<file path="src/rtl/wjl_pkg.sv">
package wjl_pkg;
    localparam int WORD_W    = 32;
    localparam int SEL_W     = 16;
    localparam int REC_WORDS = 4;
    localparam int SEGLIM_W  = 20;

    typedef enum logic [2:0] {
        ST_SLEEP, ST_INVAL, ST_DRAIN, ST_FETCH,
        ST_AWAIT, ST_CHECK, ST_DONE, ST_SHUT
    } wjl_state_e;

    typedef enum logic [1:0] {
        SD_NONE    = 2'd0,
        SD_ILLEGAL = 2'd1,
        SD_BADFMT  = 2'd2
    } wjl_code_e;

    // fixed initial values loaded on success
    localparam logic [7:0]          CODE_AR    = 8'h9B;
    localparam logic [7:0]          DATA_AR    = 8'h93;
    localparam logic [SEGLIM_W-1:0] FLAT_LIMIT = 20'hFFFFF;
    localparam logic [WORD_W-1:0]   CR4_INIT   = 32'h0000_4000;
    localparam logic [WORD_W-1:0]   FLAGS_INIT = 32'h0000_0002;
    localparam logic [WORD_W-1:0]   DR7_INIT   = 32'h0000_0400;
    // CR0: clear paging(31) cache-disable(30) not-write-through(29) align-mask(18) write-protect(16)
    localparam logic [WORD_W-1:0]   CR0_CLR    = 32'hE005_0000;
    // CR0: set numeric-error(5) and protection-enable(0)
    localparam logic [WORD_W-1:0]   CR0_SET    = 32'h0000_0021;
endpackage

</file>
<file path="src/rtl/wjl_validate.sv">
module wjl_validate
    import wjl_pkg::*;
(
    input  logic [WORD_W-1:0] limit_w,
    input  logic [WORD_W-1:0] sel_w,
    output logic              bad_o
);
    logic [WORD_W:0] sel_top;
    logic            lim_high, sel_low, sel_over, sel_fmt;

    always_comb begin
        sel_top  = {1'b0, sel_w} + (WORD_W+1)'(15);
        lim_high = |limit_w[WORD_W-1:SEL_W];
        sel_low  = sel_w < WORD_W'(8);
        sel_over = sel_top > {1'b0, limit_w};
        sel_fmt  = sel_w[2] | (|sel_w[1:0]);
        bad_o    = lim_high | sel_low | sel_over | sel_fmt;
    end
endmodule

</file>
<file path="src/rtl/wjl_snapshot.sv">
module wjl_snapshot
    import wjl_pkg::*;
(
    input  logic                valid_i,
    input  logic [SEL_W-1:0]    limit_i,
    input  logic [WORD_W-1:0]   base_i,
    input  logic [SEL_W-1:0]    sel_i,
    input  logic [WORD_W-1:0]   entry_i,
    input  logic [WORD_W-1:0]   cr0_i,
    output logic [SEL_W-1:0]    gdt_limit_o,
    output logic [WORD_W-1:0]   gdt_base_o,
    output logic [SEL_W-1:0]    cs_sel_o,
    output logic [SEL_W-1:0]    ds_sel_o,
    output logic [WORD_W-1:0]   seg_base_o,
    output logic [SEGLIM_W-1:0] seg_limit_o,
    output logic                seg_gran_o,
    output logic                seg_dsize_o,
    output logic [7:0]          code_attr_o,
    output logic [7:0]          data_attr_o,
    output logic [WORD_W-1:0]   cr0_o,
    output logic [WORD_W-1:0]   cr4_o,
    output logic [WORD_W-1:0]   eflags_o,
    output logic [WORD_W-1:0]   efer_o,
    output logic [WORD_W-1:0]   dr7_o,
    output logic [WORD_W-1:0]   dbgctl_o,
    output logic [WORD_W-1:0]   eip_o
);
    always_comb begin
        gdt_limit_o = '0; gdt_base_o = '0; cs_sel_o = '0; ds_sel_o = '0;
        seg_base_o  = '0; seg_limit_o = '0; seg_gran_o = 1'b0; seg_dsize_o = 1'b0;
        code_attr_o = '0; data_attr_o = '0; cr0_o = '0; cr4_o = '0;
        eflags_o    = '0; efer_o = '0; dr7_o = '0; dbgctl_o = '0; eip_o = '0;
        if (valid_i) begin
            gdt_limit_o = limit_i;
            gdt_base_o  = base_i;
            cs_sel_o    = sel_i;
            ds_sel_o    = sel_i + SEL_W'(8);
            seg_limit_o = FLAT_LIMIT;
            seg_gran_o  = 1'b1;
            seg_dsize_o = 1'b1;
            code_attr_o = CODE_AR;
            data_attr_o = DATA_AR;
            cr0_o       = (cr0_i & ~CR0_CLR) | CR0_SET;
            cr4_o       = CR4_INIT;
            eflags_o    = FLAGS_INIT;
            dr7_o       = DR7_INIT;
            eip_o       = entry_i;
        end
    end
endmodule

</file>
<file path="src/rtl/wake_join_loader.sv">
module wake_join_loader
    import wjl_pkg::*;
#(
    parameter int ADDR_W = 32
) (
    input  logic                clk,
    input  logic                rst_n,
    input  logic                wake_i,
    input  logic                mon_self_i,
    input  logic                mon_peer_i,
    input  logic [ADDR_W-1:0]   join_base_i,
    input  logic [WORD_W-1:0]   cr0_i,
    output logic                tlb_inval_o,
    input  logic                drain_done_i,
    output logic                rd_req_o,
    output logic [ADDR_W-1:0]   rd_addr_o,
    input  logic                rd_valid_i,
    input  logic [WORD_W-1:0]   rd_data_i,
    output logic                smi_mask_o,
    output logic                a20m_mask_o,
    output logic                nmi_mask_o,
    output logic                init_mask_o,
    output logic                wake_mask_o,
    output logic                done_o,
    output logic                shutdown_o,
    output logic [1:0]          shut_code_o,
    output logic [SEL_W-1:0]    gdt_limit_o,
    output logic [WORD_W-1:0]   gdt_base_o,
    output logic [SEL_W-1:0]    cs_sel_o,
    output logic [SEL_W-1:0]    ds_sel_o,
    output logic [WORD_W-1:0]   seg_base_o,
    output logic [SEGLIM_W-1:0] seg_limit_o,
    output logic                seg_gran_o,
    output logic                seg_dsize_o,
    output logic [7:0]          code_attr_o,
    output logic [7:0]          data_attr_o,
    output logic [WORD_W-1:0]   cr0_o,
    output logic [WORD_W-1:0]   cr4_o,
    output logic [WORD_W-1:0]   eflags_o,
    output logic [WORD_W-1:0]   efer_o,
    output logic [WORD_W-1:0]   dr7_o,
    output logic [WORD_W-1:0]   dbgctl_o,
    output logic [WORD_W-1:0]   eip_o
);
    localparam int               IDX_W    = $clog2(REC_WORDS);
    localparam logic [IDX_W-1:0] LAST_IDX = IDX_W'(REC_WORDS - 1);
    // record word positions
    localparam int W_LIMIT = 0;
    localparam int W_BASE  = 1;
    localparam int W_SEL   = 2;
    localparam int W_ENTRY = 3;

    wjl_state_e          state_q, state_d;
    wjl_code_e           code_q;
    logic [IDX_W-1:0]    idx_q;
    logic [ADDR_W-1:0]   base_q;
    logic [WORD_W-1:0]   rec_q [REC_WORDS];
    logic                smi_q, a20m_q, nmi_q, init_q, wmask_q;
    logic                mon_ok, rec_bad;

    assign mon_ok = (mon_self_i == mon_peer_i);

    wjl_validate u_validate (
        .limit_w (rec_q[W_LIMIT]),
        .sel_w   (rec_q[W_SEL]),
        .bad_o   (rec_bad)
    );

    // next-state decode
    always_comb begin
        state_d = state_q;
        unique case (state_q)
            ST_SLEEP: if (wake_i)       state_d = mon_ok ? ST_INVAL : ST_SHUT;
            ST_INVAL:                   state_d = ST_DRAIN;
            ST_DRAIN: if (drain_done_i) state_d = ST_FETCH;
            ST_FETCH:                   state_d = ST_AWAIT;
            ST_AWAIT: if (rd_valid_i)   state_d = (idx_q == LAST_IDX) ? ST_CHECK : ST_FETCH;
            ST_CHECK:                   state_d = rec_bad ? ST_SHUT : ST_DONE;
            ST_DONE:                    state_d = ST_DONE;
            ST_SHUT:                    state_d = ST_SHUT;
            default:                    state_d = ST_SHUT;
        endcase
    end

    // state register
    always_ff @(posedge clk or negedge rst_n) begin
        if (!rst_n) state_q <= ST_SLEEP;
        else        state_q <= state_d;
    end

    // datapath registers
    always_ff @(posedge clk or negedge rst_n) begin
        if (!rst_n) begin
            idx_q   <= '0;
            base_q  <= '0;
            code_q  <= SD_NONE;
            smi_q   <= 1'b0;
            a20m_q  <= 1'b0;
            nmi_q   <= 1'b0;
            init_q  <= 1'b1;
            wmask_q <= 1'b0;
            for (int i = 0; i < REC_WORDS; i++) rec_q[i] <= '0;
        end else begin
            if (state_q == ST_SLEEP && wake_i) begin
                base_q <= join_base_i;
                if (mon_ok) begin
                    smi_q   <= mon_self_i;
                    a20m_q  <= 1'b1;
                    nmi_q   <= 1'b1;
                    init_q  <= 1'b0;
                    wmask_q <= 1'b1;
                end else begin
                    code_q  <= SD_ILLEGAL;
                end
            end
            if (state_q == ST_AWAIT && rd_valid_i) begin
                rec_q[idx_q] <= rd_data_i;
                idx_q        <= idx_q + 1'b1;
            end
            if (state_q == ST_CHECK && rec_bad) code_q <= SD_BADFMT;
        end
    end

    // outputs
    always_comb begin
        tlb_inval_o = (state_q == ST_INVAL);
        rd_req_o    = (state_q == ST_FETCH);
        rd_addr_o   = base_q + ADDR_W'({idx_q, 2'b00});
        done_o      = (state_q == ST_DONE);
        shutdown_o  = (state_q == ST_SHUT);
        shut_code_o = code_q;
        smi_mask_o  = smi_q;
        a20m_mask_o = a20m_q;
        nmi_mask_o  = nmi_q;
        init_mask_o = init_q;
        wake_mask_o = wmask_q;
    end

    wjl_snapshot u_snapshot (
        .valid_i     (state_q == ST_DONE),
        .limit_i     (rec_q[W_LIMIT][SEL_W-1:0]),
        .base_i      (rec_q[W_BASE]),
        .sel_i       (rec_q[W_SEL][SEL_W-1:0]),
        .entry_i     (rec_q[W_ENTRY]),
        .cr0_i       (cr0_i),
        .gdt_limit_o (gdt_limit_o),
        .gdt_base_o  (gdt_base_o),
        .cs_sel_o    (cs_sel_o),
        .ds_sel_o    (ds_sel_o),
        .seg_base_o  (seg_base_o),
        .seg_limit_o (seg_limit_o),
        .seg_gran_o  (seg_gran_o),
        .seg_dsize_o (seg_dsize_o),
        .code_attr_o (code_attr_o),
        .data_attr_o (data_attr_o),
        .cr0_o       (cr0_o),
        .cr4_o       (cr4_o),
        .eflags_o    (eflags_o),
        .efer_o      (efer_o),
        .dr7_o       (dr7_o),
        .dbgctl_o    (dbgctl_o),
        .eip_o       (eip_o)
    );
endmodule

</file>
<file path="config.mk">
export PLATFORM = sky130hd
export DESIGN_NAME = wake_join_loader
export DESIGN_NICKNAME = d
export VERILOG_FILES = /design/src/rtl/wjl_pkg.sv /design/src/rtl/wjl_validate.sv /design/src/rtl/wjl_snapshot.sv /design/src/rtl/wake_join_loader.sv
export SDC_FILE = /design/constraint.sdc
export NUM_CORES = 1
export LEC_CHECK = 0
export BUFFER_PORTS_ARGS = -buffer_cell sky130_fd_sc_hd__buf_2
export CORE_AREA = 3 3 200 202
export DETAILED_ROUTE_END_ITERATION = 8
export DIE_AREA = 0 0 203 205
export GPL_ROUTABILITY_DRIVEN = 0
export GPL_TIMING_DRIVEN = 0
export HOLD_SLACK_MARGIN = 0.08
export SETUP_SLACK_MARGIN = 0.5
export SYNTH_ARGS = -nofsm -noshare
export SYNTH_HDL_FRONTEND = slang
export SYNTH_SLANG_ARGS = --single-unit
</file>
<file path="constraint.sdc">
create_clock -name clk -period 4.95 [get_ports clk]
set_clock_uncertainty 0.1 [all_clocks]
set_input_delay 0.495 -clock clk [delete_from_list [all_inputs] [get_ports clk]]
set_output_delay 0.495 -clock clk [all_outputs]
set_load 0.005 [all_outputs]
</file>
* Yosys cells after proc, flatten, opt, wreduce, memory -nomap -nowiden
Cells that the tools add are included.
Operators by class: add/sub/neg operators 4, order comparisons 4, equal/unequal tests 13, muxes and demuxes 26, bitwise gates (word level) 5, reductions and logical operators 11
Operators by type and width (number):
- $bwmux W128 | 1
- $mux W32 | 3
- $demux W32 S2 | 1
- $mux W16 | 3
- $add A32 B4 Y33 const B | 1
- $gt A33 B32 Y1 | 1
- $add A32 B4 Y32 | 1
- $lt A32 B4 Y1 const B | 1
- $mux W29 | 1
- $pmux W3 S8 | 1
- $mux W20 | 1
- $add A16 B4 Y16 const B | 1
- $mux W8 | 2
- $reduce_or A16 Y1 | 1
- $mux W15 | 1
- $mux W3 | 5
- $eq A3 B3 Y1 const B | 4
- $mux W11 | 1
- $mux W2 | 4
- $eq A3 B2 Y1 const B | 2
- $ne A2 B2 Y1 const B | 3
- $logic_and A1 B1 Y1 | 4
- $or A1 B1 Y1 | 4
- $reduce_and A2 Y1 | 2
- 13 further kinds | 14
Word-level totals: bits in registers 170, bits of input ports 103, output and inout bits 417, word-level logic and storage cells 74

* Longest topological paths before layout
depth after elaboration 7, gate-level depth with buffers 15, mapped depth without buffers 15

* Hierarchy
A second synthesis with hierarchy kept.
Unflattened totals: cells, all modules 1127, area, all modules 11546.1 um^2
Modules (own cells, without submodules):
- wake_join_loader | times used 1, cells an instance 482, area an instance 7090.6 um^2, sequential area each 4255.3 um^2
- wjl_snapshot | times used 1, cells an instance 422, area an instance 2896.5 um^2, sequential area each 0.0 um^2
- wjl_validate | times used 1, cells an instance 223, area an instance 1559.0 um^2, sequential area each 0.0 um^2

* Worst setup path before layout
No wires, ideal clock.
kind register to register, start point register rec_q[35] (netlist bit), end point register code_q[1], in the netlist shut_code_o[1], data arrival time 3.627 ns, setup slack 1.102 ns, stages on the path, launching flop included 16, clock period less this slack 3.848 ns, cells stage by stage dfrtp_1 -> inv_1 -> ha_1 -> o31a_1 -> o211ai_1 -> or4_1 -> nor2_1 -> and4_1 -> xor2_1 -> ha_1 -> nand4_1 -> nor4_1 -> a221oi_1 -> o21ai_0 -> or4_4 -> a22o_1
Between the ends: cells in the longest elaborated chain, start to end 7, elaborated cells between the ends (all ways) 11, those cells by class add/sub (1); order compare (2); eq/ne (1); mux (1); bitwise (3); reduce/logical (3)
RTL lines:
- start: declaration | line wake_join_loader.sv:57 | logic [WORD_W-1:0] rec_q [REC_WORDS];
- start signal: indexed assignment | line wake_join_loader.sv:117 | rec_q[idx_q] <= rd_data_i;
- $add A32 B4 Y33 / $lt A32 B4 Y1 (equally long branches) | line wjl_validate.sv:12, wjl_validate.sv:14
- $gt A33 B32 Y1 / $or A1 B1 Y1 (equally long branches) | line wjl_validate.sv:15, wjl_validate.sv:17
- $or A1 B1 Y1 * (2 in series) | line wjl_validate.sv:17 | bad_o = lim_high | sel_low | sel_over | sel_fmt;
- $logic_and A1 B1 Y1 * | line wake_join_loader.sv:120 | if (state_q == ST_CHECK && rec_bad) code_q <= SD_BADFMT;
- $ne A2 B1 Y1 (no line) / $reduce_bool A2 Y1 (equally long branches)
- $reduce_and A2 Y1 (no line)
- end signal: assignment | line wake_join_loader.sv:96 | code_q <= SD_NONE;
- end signal: assignment | line wake_join_loader.sv:113 | code_q <= SD_ILLEGAL;
- end signal: assignment | line wake_join_loader.sv:120
- end: declaration | line wake_join_loader.sv:54 | wjl_code_e code_q;
Mark *: on every way between the ends. The rest lies on a longest branch, timed or not. A chain may end at the register's enable or synchronous reset.

* Worst setup path in the final report
Same ends and word-level chain as after synthesis.

==> impl_metrics.py <==
metrics = {
    "outcome": {
        "status": "finished, final reports clean",
    },
    "sta": {
        "tns_ns": 0,
        "hold_violations": 0,
        "period_needed_ns": 4.182,
        "min_period_over_period_pct": 84.48,
        "setup_violations": 0,
        "timing.hold.ws_ns": 0.1616,
        "tightestPinTransition_ns": 0.9636,
        "fmax_ghz": 0.2391,
        "drv_slew": 0,
        "maxSlewHeadroom_pct": 34.10,
        "rsz0062_at_grt": "no",
    },
    "cts": {
        "cts.htree.levels": 4,
        "clk_pin_slew_ns": 0.07,
        "cts_tree": "done",
        "cts-root-buf": "clkbuf_16",
        "numCtsBuffers": 17,
        "cts_sinks": 170,
        "clk_latency_ns": 0.43,
        "cts_buffer_depth": 2,
    },
    "worst_setup_path": {
        "cp.arrival_ns": 4.40,
        "reg2reg_from": "rec_q[35]",
        "critical_path.max_fanout": 7,
        "reg2reg_setup_slack_ns": 0.77,
        "critPathKind": "flop to flop",
        "startpoint_type": "flop",
        "rr_endpoint": "shut_code_o[1]",
        "worstPathRequired_ns": 5.17,
        "r2r_cells": 15,
        "cp-end-kind": "flop",
    },
    "placed_design": {
        "port_buffers": 311,
        "placed_cell_area_um2": 14410,
        "dp_hpwl_mm": 27.62,
    },
    "layout": {
        "num_antenna_cells": 0,
        "final_common_cell": "buf_2",
        "final_layout_size_suffix_gt1_share_pct": 45.83,
        "finish.net_count": 1824,
        "final_cell_mix": "buf_2, buf_4, conb_1",
        "post-route-util_pct": 39.18,
        "area_growth_pct": 32.40,
        "final_cell_area_um2": 15070,
    },
    "grt": {
        "grt_pass1_vias": 8579,
        "overflow": 0,
        "grt.met2_usage_pct": 28.48,
        "top_usage_layer": "met2",
        "antenna_found_initial": 0,
        "met1_usage_pct": 17.26,
        "grt_use_total_pct": 15.43,
        "grt_first_pass_wirelength_mm": 49.80,
        "grt_max_degree": 106,
        "use_met3_pct": 4.815,
    },
    "routing": {
        "vias": 9088,
        "drt_iter0_markers": 424,
        "drc": 0,
        "wl_per_cell_um": 15.31,
        "drtPass1Iterations": 5,
        "vias_per_cell": 4.114,
        "routed_wl_mm": 33.82,
        "ant_nets": 0,
    },
    "die": {
        "dieArea_um2": 41620,
        "die-height_um": 205,
        "ios": 520,
        "core-area_um2": 38470,
        "fp.dieW_um": 203,
        "start_util_pct": 29.59,
        "rows": 72,
    },
    "synth": {
        "synthMuxAreaShare_pct": 15.73,
        "yosys.cell_types.count": 47,
        "synth_compound_area_share_pct": 2.858,
        "avgSynthCellArea_um2": 9.968,
        "synth-edff-count": 0,
        "ys_warn_count": 0,
        "synth_top_family_by_area": "buffers and inverters",
        "synth_xor_area_share_pct": 5.001,
        "synth_ff_type": "dfrtp_1",
        "ys_seq_elements": 170,
        "async_reset_ff_share_pct": 100.0,
        "yosys.area_share.simple_pct": 14.98,
        "synthAdderAreaFrac_pct": 4.792,
        "synth_area_um2": 11380,
        "syn-instance-count": 1142,
        "yosysSeqAreaShare_pct": 37.38,
    },
    "pwr": {
        "pwr-share-seq_pct": 32.2,
        "power.density_nw_per_um2": 428.5,
        "vdd_drop_max_mv": 0.2803,
        "p_leak_nw": 8.402,
        "swShare_pct": 36.42,
        "p_switching_mw": 2.352,
        "p_int_mw": 4.106,
        "p_clk_share_pct": 21.7,
        "comb_power_share_pct": 46.2,
    },
    "min_path": {
        "min_from": "join_base_i[3]",
        "worstHoldPathCells": 3,
        "holdCritPathClass": "input port to flop",
        "min_to": "base_q[3]",
    },
    "flow_run": {
        "maxCapViolCount": 0,
    },
}
[routing by layer]
layer  share of wire [%]  routed length [um]
met4                 1.3                 441
met5                   0                   0
met2                  52               17540
met1                  38               12960
met3                 8.5                2879
[through the flow]
step	std cells	power [mW]	setup WS, ns
2_1_floorplan	1342	3.888	1.102
3_3_place_gp	2171	5.041	0.4183
3_5_place_dp	2173	5.089	0.3327
4_1_cts	2206	6.540	0.5014
5_1_grt	2209	6.966	0.5496
6_report	2209	6.458	0.7684
[power groups by stage]
stage	clock network (mW)	logic (mW)	registers, mW
after floorplan	0	1.88	2.00
after global placement	0	2.96	2.08
after detailed placement	0	2.99	2.10
after CTS	1.44	3.02	2.08
after global routing	1.50	3.33	2.13
final	1.40	2.98	2.08
[worst max-delay path, stage by stage, from the launching register on]
cell and delay (ns):
dfrtp_2 0.48, inv_1 0.14, ha_1 0.19, o31a_1 0.19, o211ai_1 0.23, or4_4 0.53, nor2_4 0.16, and4_1 0.22
xor2_1 0.15, ha_1 0.26, nand4_1 0.18, nor4_2 0.10, a221oi_1 0.24, o21ai_1 0.13, or4_4 0.53, a22o_1 0.23
[area by class of cell]
class	count	area, um2
sequential	170	4257
fill	3849	23390
buffer	285	2009
clock buffer	20	446.7
inverter	48	180.2
timing repair buffer	317	1654
multi-input combinational	839	5713
clock inverter	12	163.9
tap	518	648.1
[worst max-delay path by stage]
stage | start | end | slack (ns)
CTS | rec_q[35] | shut_code_o[1] | 0.50
floorplan | rec_q[35] | shut_code_o[1] | 1.10
global route | rec_q[32] | shut_code_o[1] | 0.55
finish | rec_q[35] | shut_code_o[1] | 0.77
global placement | rec_q[35] | shut_code_o[1] | 0.42
detailed placement | rec_q[35] | shut_code_o[1] | 0.33
[what timing repair did]
item                       CTS  global route
setup endpoints to repair    2             3
hold buffers                 1             0
resized for setup            3             4
pin swaps                    0             2
buffers inserted             0             3
hold endpoints to repair   103             0
gates cloned                 0             0
[Yosys cell counts, types with 2 or more instances]
master	count	area share, %
nand2b_1	5	0.27
inv_1	48	1.6
nand4_1	13	0.71
and3_1	17	0.93
buf_1	12	0.40
or4_4	2	0.20
ha_1	42	4.6
and4_1	4	0.31
or2_2	3	0.16
nand3_1	19	0.84
mux2_2	159	16
a211oi_1	3	0.20
a21oi_1	27	1.2
nor3b_2	2	0.22
clkbuf_1	18	0.59
nor3_1	9	0.40
nor4_1	13	0.71
or4_1	2	0.13
nor2_1	58	1.9
xor2_1	26	2.0
nor2b_1	4	0.22
dfrtp_1	169	37
o21ai_0	15	0.66
or3_1	5	0.27
o22a_1	2	0.15
and2_1	103	5.7
buf_2	8	0.35
buf_4	245	16
xnor2_1	39	3.0
nand2_1	52	1.7
nor3b_1	2	0.13
[registers in the layout, indices dropped and copies added (netlist names)]
| name | cells |
|---|---|
| idx_q | 2 |
| wake_mask_o | 1 |
| rec_q | 128 |
| smi_mask_o | 1 |
| init_mask_o | 1 |
| shut_code_o | 2 |
| base_q | 32 |
| state_q | 3 |
[cells by family (layout without fill, tap and decap cells)]
kind of cell	after synthesis	in the layout
buf+inv	333	682
simple gates	315	315
flops	170	170
mux	159	159
xor+xnor	65	65
compound gates	56	56
fa+ha+maj	43	43
other cells	1	201
Power figures use the tool's default switching activity.
